===== src/rtl/dma8_engine.sv =====
module dma8_engine (
  input  logic        clk,
  input  logic        rst_n,
  input  logic        reg_wr,
  input  logic [15:0] reg_addr,
  input  logic [7:0]  reg_wdata,
  output logic [7:0]  reg_rdata,
  output logic        busy,
  output logic [23:0] bus_addr,
  output logic        bus_rd,
  output logic        bus_wr,
  output logic [7:0]  bus_wdata,
  input  logic [7:0]  bus_rdata
);
  localparam int NCH = 8;

  logic [7:0]  ctrl [NCH];
  logic [7:0]  boff [NCH];
  logic [23:0] aadr [NCH];
  logic [15:0] cnt  [NCH];
  logic [7:0]  trig;
  logic [1:0]  idx;
  logic        phase;
  logic [7:0]  hold;
  logic [2:0]  cur;

  function automatic logic [7:0] pattern(input logic [2:0] m);
    case (m)
      3'd1:           pattern = 8'h04;
      3'd3, 3'd7:     pattern = 8'h50;
      3'd4:           pattern = 8'hE4;
      3'd5:           pattern = 8'h44;
      default:        pattern = 8'h00;
    endcase
  endfunction

  function automatic logic [1:0] last_idx(input logic [2:0] m);
    case (m)
      3'd0:                last_idx = 2'd0;
      3'd1, 3'd2, 3'd6:    last_idx = 2'd1;
      default:             last_idx = 2'd3;
    endcase
  endfunction

  always_comb begin
    cur = 3'd0;
    for (int i = NCH - 1; i >= 0; i--)
      if (trig[i]) cur = 3'(i);
  end

  wire [7:0]  c      = ctrl[cur];
  wire [7:0]  pv     = pattern(c[2:0]);
  wire [1:0]  off    = pv[{idx, 1'b0} +: 2];
  wire [23:0] b_addr = {16'h0021, boff[cur] + {6'd0, off}};
  wire [23:0] a_addr = aadr[cur];
  wire        a_blk  = (a_addr[15:0] == 16'h420B) || (a_addr[15:0] == 16'h420C);
  wire        dir    = c[7];

  assign busy      = |trig;
  assign bus_rd    = busy && !phase && !(!dir && a_blk);
  assign bus_wr    = busy && phase && !(dir && a_blk);
  assign bus_addr  = (phase ^ dir) ? b_addr : a_addr;
  assign bus_wdata = hold;

  wire       ch_hit = reg_addr[15:7] == 9'h086;
  wire [2:0] rch    = reg_addr[6:4];
  wire [3:0] rby    = reg_addr[3:0];

  always_comb begin
    reg_rdata = 8'h00;
    if (reg_addr == 16'h420B) reg_rdata = trig;
    else if (ch_hit)
      case (rby)
        4'd0: reg_rdata = ctrl[rch];
        4'd1: reg_rdata = boff[rch];
        4'd2: reg_rdata = aadr[rch][7:0];
        4'd3: reg_rdata = aadr[rch][15:8];
        4'd4: reg_rdata = aadr[rch][23:16];
        4'd5: reg_rdata = cnt[rch][7:0];
        4'd6: reg_rdata = cnt[rch][15:8];
        default: reg_rdata = 8'h00;
      endcase
  end

  always_ff @(posedge clk) begin
    if (!rst_n) begin
      for (int i = 0; i < NCH; i++) begin
        ctrl[i] <= '0;
        boff[i] <= '0;
        aadr[i] <= '0;
        cnt[i]  <= '0;
      end
      trig  <= '0;
      idx   <= '0;
      phase <= 1'b0;
      hold  <= '0;
    end else if (!busy) begin
      if (reg_wr) begin
        if (reg_addr == 16'h420B) trig <= reg_wdata;
        else if (ch_hit)
          case (rby)
            4'd0: ctrl[rch] <= reg_wdata;
            4'd1: boff[rch] <= reg_wdata;
            4'd2: aadr[rch][7:0]   <= reg_wdata;
            4'd3: aadr[rch][15:8]  <= reg_wdata;
            4'd4: aadr[rch][23:16] <= reg_wdata;
            4'd5: cnt[rch][7:0]    <= reg_wdata;
            4'd6: cnt[rch][15:8]   <= reg_wdata;
            default: ;
          endcase
      end
    end else if (!phase) begin
      hold  <= (!dir && a_blk) ? 8'h00 : bus_rdata;
      phase <= 1'b1;
    end else begin
      phase <= 1'b0;
      case (c[4:3])
        2'd0:    aadr[cur][15:0] <= a_addr[15:0] + 16'd1;
        2'd2:    aadr[cur][15:0] <= a_addr[15:0] - 16'd1;
        default: ;
      endcase
      cnt[cur] <= cnt[cur] - 16'd1;
      if (cnt[cur] == 16'd1) begin
        trig[cur] <= 1'b0;
        idx       <= 2'd0;
      end else begin
        idx <= (idx == last_idx(c[2:0])) ? 2'd0 : idx + 2'd1;
      end
    end
  end
endmodule



===== config.mk =====
export PLATFORM = sky130hd
export DESIGN_NAME = dma8_engine
export DESIGN_NICKNAME = d
export VERILOG_FILES = /design/src/rtl/dma8_engine.sv
export SDC_FILE = /design/constraint.sdc
export NUM_CORES = 1
export LEC_CHECK = 0
export BUFFER_PORTS_ARGS = -buffer_cell sky130_fd_sc_hd__buf_4
export CAP_MARGIN = 20
export CORE_MARGIN = 2
export CORE_UTILIZATION = 45
export CTS_CLUSTER_SIZE = 30
export DETAILED_ROUTE_END_ITERATION = 12
export HOLD_SLACK_MARGIN = 0.1
export PLACE_DENSITY_LB_ADDON = 0.08
export RECOVER_POWER = 25
export SKIP_LAST_GASP = 1
export SLEW_MARGIN = 15
export SYNTH_ARGS = -nofsm -noshare
export SYNTH_HDL_FRONTEND = slang
export SYNTH_SLANG_ARGS = --single-unit

===== constraint.sdc =====
create_clock -name clk -period 8.6 [get_ports clk]
set_input_delay 0.43 -clock clk [delete_from_list [all_inputs] [get_ports clk]]
set_output_delay 0.43 -clock clk [all_outputs]
set_load 0.02 [all_outputs]

## Word level (Yosys, flattened, before mapping)

Memory sizes are Yosys's and may differ from the RTL's.
Index checks and enable logic that the tools add are counted.
Widths: inputs -> output; s select.

| operators by class | value |
|---|---|
| $lt $le $gt $ge | 2 |
| reductions and logical operators | 29 |
| equality and inequality tests | 22 |
| shift operators | 1 |
| bitwise gates (word level) | 5 |
| mux-type cells | 112 |
| add/subtract/negate cells | 5 |
| multiply operators | 0 |
| div/mod/pow operators | 0 |

Operators with widths:

| kind | number |
|---|---|
| $mux 8 | 10 |
| $mux 24 | 3 |
| $mux 1 | 68 |
| $pmux 8 s7 | 1 |
| $eq 16x15->1 const B | 3 |
| $mux 16 | 3 |
| $mux 3 | 16 |
| $reduce_or 24->1 | 2 |
| $pmux 8 s4 | 1 |
| $reduce_or 16->1 | 2 |
| $sub 16x1->16 const B | 2 |
| $reduce_or 8->1 | 3 |
| $add 16x1->16 const B | 1 |
| $eq 16x1->1 const B | 1 |
| $mux 2 | 8 |
| $eq 3x3->1 const B | 4 |
| $eq 4x3->1 const B | 3 |
| $eq 9x8->1 const B | 1 |
| $add 8x2->8 | 1 |
| $and 8x8->8 | 1 |
| $eq 4x2->1 const B | 2 |
| $not 8->8 | 1 |
| $shiftx 8x4->2 | 1 |
| $logic_and 1x1->1 | 7 |
| 24 further kinds | 31 |

| storage, ports and cells | value |
|---|---|
| bits in read-only memories | 0 |
| bits in latches | 0 |
| output and inout bits | 43 |
| bits in writable memories | 448 |
| word-level logic and storage cells | 184 |
| bits in registers | 19 |
| input port bits | 35 |
| memories | 4 |

Memory list:

| name | depth | bits a word | read ports | clocked after memory_dff | write ports | line | RTL |
|---|---|---|---|---|---|---|---|
| aadr | 8 | 24 | 2 | 0 | 8 | 19 | `logic [23:0] aadr [NCH];` |
| cnt | 8 | 16 | 2 | 0 | 8 | 20 | `logic [15:0] cnt [NCH];` |
| boff | 8 | 8 | 2 | 0 | 8 | 18 | `logic [7:0] boff [NCH];` |
| ctrl | 8 | 8 | 2 | 0 | 8 | 17 | `logic [7:0] ctrl [NCH];` |

## Depth between registers and ports, before layout

Gate-level depths: netlist (run 1).
An unclocked memory read counts as a cell.

| depth | value |
|---|---|
| depth after elaboration | 19 |
| gate-level depth with buffers | 22 |
| mapped depth without buffers | 16 |

## Least setup slack after synthesis (run 1)

OpenSTA, ideal clock, no wires.

| timing | value |
|---|---|
| path kind | reg-to-output |
| start | register trig[6] |
| end | output port bus_addr[6] |
| cell stages (with the launch flop) | 21 |
| slack | 3,556 ps |
| buffers on the path | 6 |
| arrival | 4,614 ps |
| required time | 8,170 ps |
| cells stage by stage | dfxtp_1 nand2b_1 a21oi_1 buf_2 buf_2 buf_2 clkbuf_1 clkbuf_1 clkbuf_1 nand2_1 nand3_1 nand3_1 a31oi_1 ha_1 inv_1 fa_1 or3_1 nor3_1 xnor2_1 nor2_1 a21oi_1 |

| between the ends | value |
|---|---|
| word-level cells in the longest chain between the ends | 14 |
| elaborated cells on any way between the ends | 21 |
| those cells by class | add/sub: 1; eq/ne: 5; shift: 1; mux: 9; bitwise: 1; reduce/logical: 1; memory: 3 |

Ends and longest elaborated chain:

| what | line | RTL |
|---|---|---|
| start, declared | 21 | `logic [7:0] trig;` |
| start signal, assigned | 99 | `if (reg_addr == 16'h420B) trig <= reg_wdata;` |
| $mux 3 (*) (7 in series) | 48 | `if (trig[i]) cur = 3'(i);` |
| $mem_v2 8x8 | n/a |  |
| $eq 3x2->1 / $eq 3x3->1 (equally long branches) | 28 | `case (m)` |
| $reduce_or 2->1 | 28 |  |
| $pmux 8 s4 | 28 |  |
| $shiftx 8x4->2 | 53 | `wire [1:0] off = pv[{idx, 1'b0} +: 2];` |
| $add 8x2->8 | 54 | `wire [23:0] b_addr = {16'h0021, boff[cur] + {6'd0, off}};` |
| $mux 24 (*) | 62 | `assign bus_addr = (phase ^ dir) ? b_addr : a_addr;` |
| end, declared | 9 | `output logic [23:0] bus_addr,` |

Every way passes the cells marked *; elsewhere a longest branch is shown, timed or not.

==> results of run 1 <==
==> flip-flops by register name, indices dropped and copies added, names as in the netlist <==
| signal | cells |
|---|---|
| idx | 2 |
| trig | 8 |
| cnt | 128 |
| ctrl | 64 |
| boff | 64 |
| phase | 1 |
| aadr | 192 |
| bus_wdata | 8 |
==> per-layer routing <==
layer  part of all wire (%)  GRT usage (%)  vias up  wire length [um]
li1                       -              -     9433                 -
met1                     40          48.60    11010             42170
met2                     42          51.81     1686             44970
met3                     13          9.830      336             13920
met4                    5.3          17.09        0              5633
met5                      0              0        -                 0
==> worst reg2reg max path: stages, from the launching register on <==
cell	delay (ns)
dfxtp_1	0.75
nor4_1	0.33
a21oi_1	1.24
a21oi_1	0.19
nor4_2	0.33
clkbuf_1	1.59
nand2_1	0.78
a31oi_1	0.65
o2111a_1	0.31
nor3_1	0.06
nand3b_1	0.36
nor3b_1	0.33
==> how the worst min path moves through the flow <==
stage,startpoint,end,depth (start not counted)
6_report,reg_wdata[5],trig[5],3
5_1_grt,reg_wdata[5],trig[5],3
4_1_cts,reg_wdata[7],trig[7],3
3_3_place_gp,bus_wdata[2],bus_wdata[2],2
2_1_floorplan,idx[1],idx[1],2
3_5_place_dp,bus_wdata[5],bus_wdata[5],2
==> through the flow <==
step                      setup WS, ns  power, W  cells  utilization, %
after floorplan                  3.556  0.002805   2501               -
after global placement           3.220  0.002986   3226           48.07
after detailed placement         3.137  0.002988   3226           48.07
after CTS                        2.512  0.005202   3327           51.17
after global routing             1.080  0.005326   3328           51.02
final                            1.406  0.005214   3329           51.03
==> layout make-up <==
cell class	instances	area (um2)	share of cell area, %
antenna	1	2.502	0.008680
sequential	467	13830	47.98
inverter	17	63.81	0.2213
tap	756	945.9	3.281
timing repair buffer	150	1061	3.680
multi-input combinational	1845	11260	39.04
clock inverter	34	360.3	1.250
clock buffer	59	1306	4.531
==> synth_stat cells, types with 14 or more instances <==
master | n | area, um2
edfxtp_1 | 448 | 13450
nor2_1 | 314 | 1179
nand2_1 | 298 | 1119
and2_1 | 209 | 1308
a22oi_1 | 204 | 1531
clkbuf_1 | 127 | 476.7
a21oi_1 | 101 | 505.5
nand3_1 | 75 | 375.4
mux2i_1 | 67 | 670.6
o21ai_0 | 65 | 325.3
nand4_1 | 41 | 256.5
a221oi_1 | 39 | 341.6
mux2_2 | 35 | 394.1
o22ai_1 | 31 | 193.9
nor3_1 | 29 | 145.1
a31oi_1 | 28 | 175.2
buf_2 | 24 | 120.1
nor2b_1 | 23 | 143.9
a22o_1 | 22 | 192.7
and3_1 | 22 | 137.6
xnor2_1 | 21 | 183.9
dfxtp_1 | 19 | 380.4
nor4_1 | 18 | 112.6
buf_1 | 17 | 63.81
inv_1 | 16 | 60.06
xor2_1 | 14 | 122.6
==> cells by family (layout without fill, tap and decap cells) <==
group | count (synthesis) | count (layout) | synth area share, %
compound gates | 598 | 598 | 16.55
flops | 467 | 467 | 53.78
xor+xnor | 35 | 35 | 1.192
fa+ha+maj | 6 | 6 | 0.3210
buf+inv | 189 | 260 | 2.933
mux | 108 | 108 | 4.465
other cells | 0 | 1 | 0
simple gates | 1098 | 1098 | 20.76
==> power breakdown <==
group / total, W / switching [W] / internal [W]
clock: 0.00226 / 0.000957 / 0.00130
combinational: 0.000366 / 0.000275 / 0.0000912
sequential: 0.00259 / 0.0000444 / 0.00255
==> cell usage in the layout (no fill, tap or decap), types with 11 or more instances in the layout <==
| master | count |
|---|---|
| a22o_1 | 22 |
| xor2_1 | 14 |
| nor2_1 | 310 |
| dfxtp_1 | 19 |
| mux2i_1 | 67 |
| nand3_1 | 75 |
| nor3_1 | 27 |
| clkinv_2 | 12 |
| and2_0 | 83 |
| a22oi_1 | 204 |
| a21boi_0 | 11 |
| nand2_1 | 296 |
| nand4_1 | 41 |
| o21ai_0 | 59 |
| buf_4 | 119 |
| nor4_1 | 16 |
| clkbuf_1 | 30 |
| a21oi_1 | 100 |
| xnor2_1 | 21 |
| o22ai_1 | 31 |
| inv_1 | 16 |
| a221oi_1 | 39 |
| clkbuf_16 | 51 |
| and3_1 | 21 |
| and2_1 | 125 |
| nor2b_1 | 23 |
| mux2_2 | 35 |
| a31oi_1 | 28 |
| edfxtp_1 | 448 |
==> PnR_summary.wiki, run 1 <==
{| class="wikitable"
! Metric !! Value
|-
| Number of max-cap violations || 2
|-
| CTS H-Tree Depth || 2
|-
| Die area || 0.05909 mm2
|-
| Pin count of the biggest net entering global routing || 54
|-
| Latest clock arrival within the worst-skew pair || 0.62 ns
|-
| Capturing point of the worst reg2reg path || aadr[1][15]
|-
| TritonRoute pass-1 iters || 8
|-
| DR WL/cell || 32.05 um
|-
| Crit Path Max Fanout || 38
|-
| Transition time at the pin with the least slew margin || 2.194 ns
|-
| Path length in cells of the critical path || 11
|-
| Detailed-route via count || 22470
|-
| Global-route wire length before repair || 151700 um
|-
| Detail-routed via count per cell || 6.749
|-
| Violated checks || max-capacitance violations, max-slew violations
|-
| Setup repair after global routing missed its margin || no
|-
| Maximum root-to-sink buffer count || 3
|-
| Relative slew slack || -46.25%
|-
| Fill count || 5093
|-
| Top flip-flop cell by instance count after synthesis || edfxtp_1
|-
| Post-CTS Setup Bufs || 0
|-
| Net Count, Synth || 2542
|-
| Critical Path End Type || flip-flop
|-
| Number of antenna violations at the first check in global routing || 1
|-
| GRT Overall Usage || 35.45%
|-
| Syn. warnings || 0
|-
| Worst reg2reg setup slack || 1.41 ns
|-
| Fmax || 139.0 MHz
|-
| Kind of start point of the critical path || flip-flop
|-
| Total congestion overflow || 0
|-
| Count of final max-slew check failures || 49
|-
| Gate count of the mapped netlist || 2501
|-
| Dominant delay contributor by cell family on the critical path || compound AO/OA/AOI/OAI gates
|-
| Setup Crit Path Kind || reg2reg
|-
| Standard-cell rows || 87
|-
| Slowest CP cell || clkbuf_1
|-
| Sequential fraction of the synthesis area || 53.78%
|-
| Port bufs || 77
|-
| Required time of the critical path || 8.92 ns
|-
| Cell area after technology mapping || 0.02572 mm2
|-
| Setup crit start || trig[5]
|-
| Final Skew || 0.02417 ns
|-
| Synth async-reset ratio || 0%
|-
| Power per cell area || 180.9 mW/mm2
|-
| Crit-path most repeated cell || a21oi_1
|-
| Crit path capture || aadr[1][15]
|-
| Number of enable-type register cells in the synthesized netlist || 448
|-
| Delay of the slowest cell on the worst path || 1.59 ns
|-
| Floorplan core area || 0.05650 mm2
|-
| Post-CTS Hold Buffers || 8
|-
| Clock Pin Slew Worst Setup and Hold Paths || 0.06 ns
|-
| Post_cts resized || 0
|-
| CTS tree || built
|-
| Number of storage elements in the synthesis netlist || 467
|-
| Worst r2r src || trig[5]
|-
| Worst hold margin || 0.2722 ns
|-
| Finished layout cell area || 0.02883 mm2
|-
| WP buf/inv || 1
|-
| Final HPWL from detailed placement || 70420 um
|-
| Worst Reg2Reg Path Length in Cells || 11
|-
| Setup Viol. Count Final || 0
|-
| Leakage power || 9.962 nW
|-
| Total wirelength of the detailed-routed design || 106700 um
|-
| Final Hold Vio Count || 0
|-
| Classification of the worst-slack hold path || in2reg
|-
| Data arrival, critical path || 7.51 ns
|-
| Crit-path cells || nor4_1, a21oi_1, a21oi_1, nor4_2, clkbuf_1, nand2_1, a31oi_1, o2111a_1, nor3_1, nand3b_1, nor3b_1
|-
| Placer Congestion || 0.9910
|-
| Count of nets after finishing || 2573
|-
| TritonCTS Sinks || 467
|-
| Vias in the first global route || 21570
|-
| Initial DRC count || 3518
|-
| Number of buffers created by CTS || 51
|-
| Post-DRT Antenna Nets || 0
|-
| Period minus WS final || 7.194 ns
|-
| Status || finished with violations
|-
| TNS Setup || 0 ns
|-
| Placed standard-cell area || 0.02716 mm2
|-
| Number of top-level pins || 78
|-
| Average footprint of a synthesized cell || 10.28 um2
|-
| Share of final-layout standard cells stronger than drive strength 1 || 11.59%
|-
| VDD IR max || 0.1422 mV
|-
| Post-route DRC violation count || 0
|-
| Die extent in y || 243.1 um
|-
| Count of different cell masters after synthesis || 89
|-
| Layout-stage area growth over the synthesis result || 12.08%
|-
| Starting density of the core || 45.53%
|-
| Period utilization || 83.65%
|-
| Die extent in x || 243.1 um
|-
| Clock tree root buffer cell || clkbuf_16
|}
No activity file was read; power rests on OpenSTA's default activity.
==> run 2: changes to the inputs <==
Clock period 8.6 ns to 6.94 ns, I/O delays scaled along.
==> run 2 against run 1 <==
Compared with the run above:
- the flow still finishes with violations (max-capacitance violations, max-slew violations)
- non-clock buffer count grew 15
- critical path depth rose by 1
- clock power up 20%
- global-route usage shrank 0.69 points
- sequential power up 24%
- sequential share of layout area about the same
- worst hold slack got worse by 0.11 ns
- critical endpoint is now reg_rdata[3]
==> PnR_summary.wiki, run 2 (synthesis gave the netlist of run 1 again) <==
{| class="wikitable"
! Metric !! Value
|-
| Overall Power || 0.006372 W (+22%)
|-
| Detailed-route via count || 22290 (-0.77%)
|-
| Die extent in x || 243.1 um (unchanged)
|-
| Detail-routed via count per cell || 6.669 (-1.2%)
|-
| TNS Setup || 0 ns (unchanged)
|-
| Floorplan core area || 0.05650 mm2 (unchanged)
|-
| Data arrival, critical path || 6.13 ns (-1.38 ns)
|-
| Count of nets after finishing || 2588 (+0.58%)
|-
| Layout-stage area growth over the synthesis result || 12.18% (about the same)
|-
| Placer Congestion || 0.9878 (-0.32%)
|-
| TritonCTS Sinks || 467 (unchanged)
|-
| Required time of the critical path || 6.59 ns (-2.33 ns)
|-
| Pin count of the biggest net entering global routing || 82 (+52%)
|-
| Post-DRT Antenna Nets || 0 (unchanged)
|-
| Classification of the worst-slack hold path || in2reg
|-
| Final core utilization || 51.08% (about the same)
|-
| Post-route DRC violation count || 0 (unchanged)
|-
| Relative contribution of sequential cells to total power || 50.4% (+0.7 points)
|-
| Number of buffers created by CTS || 51 (unchanged)
|-
| Share of final-layout standard cells stronger than drive strength 1 || 11.71% (+0.13 points)
|-
| Registers with the most flip-flops || aadr (192), cnt (128)
|-
| Period utilization || 93.38%
|-
| Status || finished with violations
|-
| Latest clock arrival within the worst-skew pair || 0.63 ns (about the same)
|-
| Period minus WS final || 6.481 ns
|-
| Power per cell area || 220.8 mW/mm2 (+22%)
|-
| Post-CTS Setup Bufs || 0 (unchanged)
|-
| GRT Overall Usage || 34.75% (-0.69 points)
|-
| Critical Path End Type || primary output
|-
| Total wirelength of the detailed-routed design || 104400 um (-2.1%)
|-
| Number of max-cap violations || 2 (unchanged)
|-
| Final Skew || 0.02116 ns (-0.003015 ns)
|-
| Kind of start point of the critical path || input port
|-
| Relative slew slack || -86.25% (-40 points)
|-
| VDD IR max || 0.2091 mV (+47%)
|-
| Leakage power || 9.993 nW (+0.31%)
|-
| Crit Path Max Fanout || 34 (-11%)
|-
| Final worst-path setup slack || 0.4592 ns (-0.9470 ns)
|-
| Setup repair after global routing missed its margin || no
|-
| Number of antenna violations at the first check in global routing || 2 (+1)
|-
| CTS tree || built
|-
| Setup Viol. Count Final || 0 (unchanged)
|-
| Switch share || 24.54% (+0.057 points)
|-
| Port bufs || 77 (unchanged)
|-
| Most frequent standard cell in the layout excluding fill and tap cells || edfxtp_1
|-
| Setup slack at placement || 1.455 ns (-1.682 ns)
|-
| Internal Pwr Total || 0.004808 W (+22%)
|-
| Vias in the first global route || 21480 (-0.42%)
|-
| Post-CTS Hold Buffers || 8 (unchanged)
|-
| Final HPWL from detailed placement || 69840 um (-0.82%)
|-
| Setup Crit Path Kind || in2out
|-
| Initial DRC count || 3269 (-7.1%)
|-
| Fmax || 154.3 MHz
|-
| Count of final max-slew check failures || 60 (+22%)
|-
| TritonRoute pass-1 iters || 6 (-2)
|-
| Antenna diodes || 0 (-1)
|-
| Worst reg2reg setup slack || 1.21 ns (-0.20 ns)
|-
| Post_cts resized || 0 (unchanged)
|-
| DR WL/cell || 31.24 um (-2.5%)
|-
| Register with the most flip-flops || aadr
|-
| Violated checks || max-capacitance violations, max-slew violations
|-
| Clock Pin Slew Worst Setup and Hold Paths || 0.06 ns (about the same)
|-
| Die extent in y || 243.1 um (unchanged)
|-
| Worst hold margin || 0.1590 ns (-0.1132 ns)
|-
| Global-route wire length before repair || 149400 um (-1.5%)
|-
| Starting density of the core || 45.53% (unchanged)
|-
| Total congestion overflow || 0 (unchanged)
|-
| Largest register FFs || 192 (unchanged)
|-
| Top library cells by usage in the layout, fill and taps aside || 448 x edfxtp_1, 311 x nor2_1, 296 x nand2_1
|-
| CTS H-Tree Depth || 2 (unchanged)
|-
| Die area || 0.05909 mm2 (unchanged)
|-
| Maximum root-to-sink buffer count || 3 (unchanged)
|-
| P_sw || 0.001564 W (+22%)
|-
| Fraction of power consumed by combinational cells || 7.1% (about the same)
|-
| Transition time at the pin with the least slew margin || 2.794 ns (+0.5999 ns)
|-
| Portion of total power attributed to the clock network || 42.5% (-0.8 points)
|-
| Number of top-level pins || 78 (unchanged)
|-
| Final Hold Vio Count || 0 (unchanged)
|-
| Standard-cell rows || 87 (unchanged)
|-
| Clock tree root buffer cell || clkbuf_16
|}
## run 2: cell count changes in the layout (fill, tap and decap cells not counted), moves of 2 or more
cell / delta
buf_4: +13
clkbuf_1: +4
clkinv_2: -4
clkinv_1: +3
bufinv_16: -2
## run 2: per-layer routing
metal	part of all wire (%)	wire (um)	GRT usage [%]	vias to the layer above
met5	0.0096	10	0	-
met4	4.8	4964	14.16	2
met3	13	13080	8.647	318
met2	43	44660	51.71	1643
met1	40	41720	48.56	10860
li1	-	-	-	9466
## run 2: power groups by stage
| stage | Clock [W] | Sequential, W | Combinational [W] |
|---|---|---|---|
| after floorplan | 0 | 0.00324 | 0.000233 |
| after global placement | 0 | 0.00327 | 0.000430 |
| after detailed placement | 0 | 0.00327 | 0.000433 |
| after CTS | 0.00271 | 0.00321 | 0.000438 |
| after global routing | 0.00284 | 0.00322 | 0.000467 |
| final | 0.00271 | 0.00321 | 0.000451 |
## run 2: critical path, cell delays in order
cell and delay [ns]:
buf_4 0.26, nor3b_1 0.23, clkbuf_1 1.99, clkbuf_1 1.38, a22o_1 0.33, a221oi_1 0.05
a31oi_1 0.39, a21oi_1 0.14, nand3_1 0.13, a221oi_1 0.06, o21ai_0 0.54, buf_4 0.26
## run 2: metrics by stage
stage	instances	instance area, um2
after floorplan	2501	25720
after global placement	3236	27230
after detailed placement	3236	27230
after CTS	3337	28910
after global routing	3343	28860
final	3343	28860
## run 2: final timing paths
kind                                    from           end  cells past startpoint
worst max-delay path             reg_addr[6]  reg_rdata[3]                     12
worst min-delay path            reg_wdata[5]       trig[5]                      3
worst max register to register       trig[3]    aadr[5][8]                     15
worst min register to register  bus_wdata[3]  bus_wdata[3]                      2
## run 2: area by class of cell
type / instances / area (um2)
well taps: 756 / 945.9
clock inverters: 30 / 282.8
fillers: 5076 / 27640
multi-input cells: 1845 / 11240
repair buffers: 165 / 1169
clock buffers: 63 / 1321
inverters: 17 / 63.81
flip-flops and latches: 467 / 13830
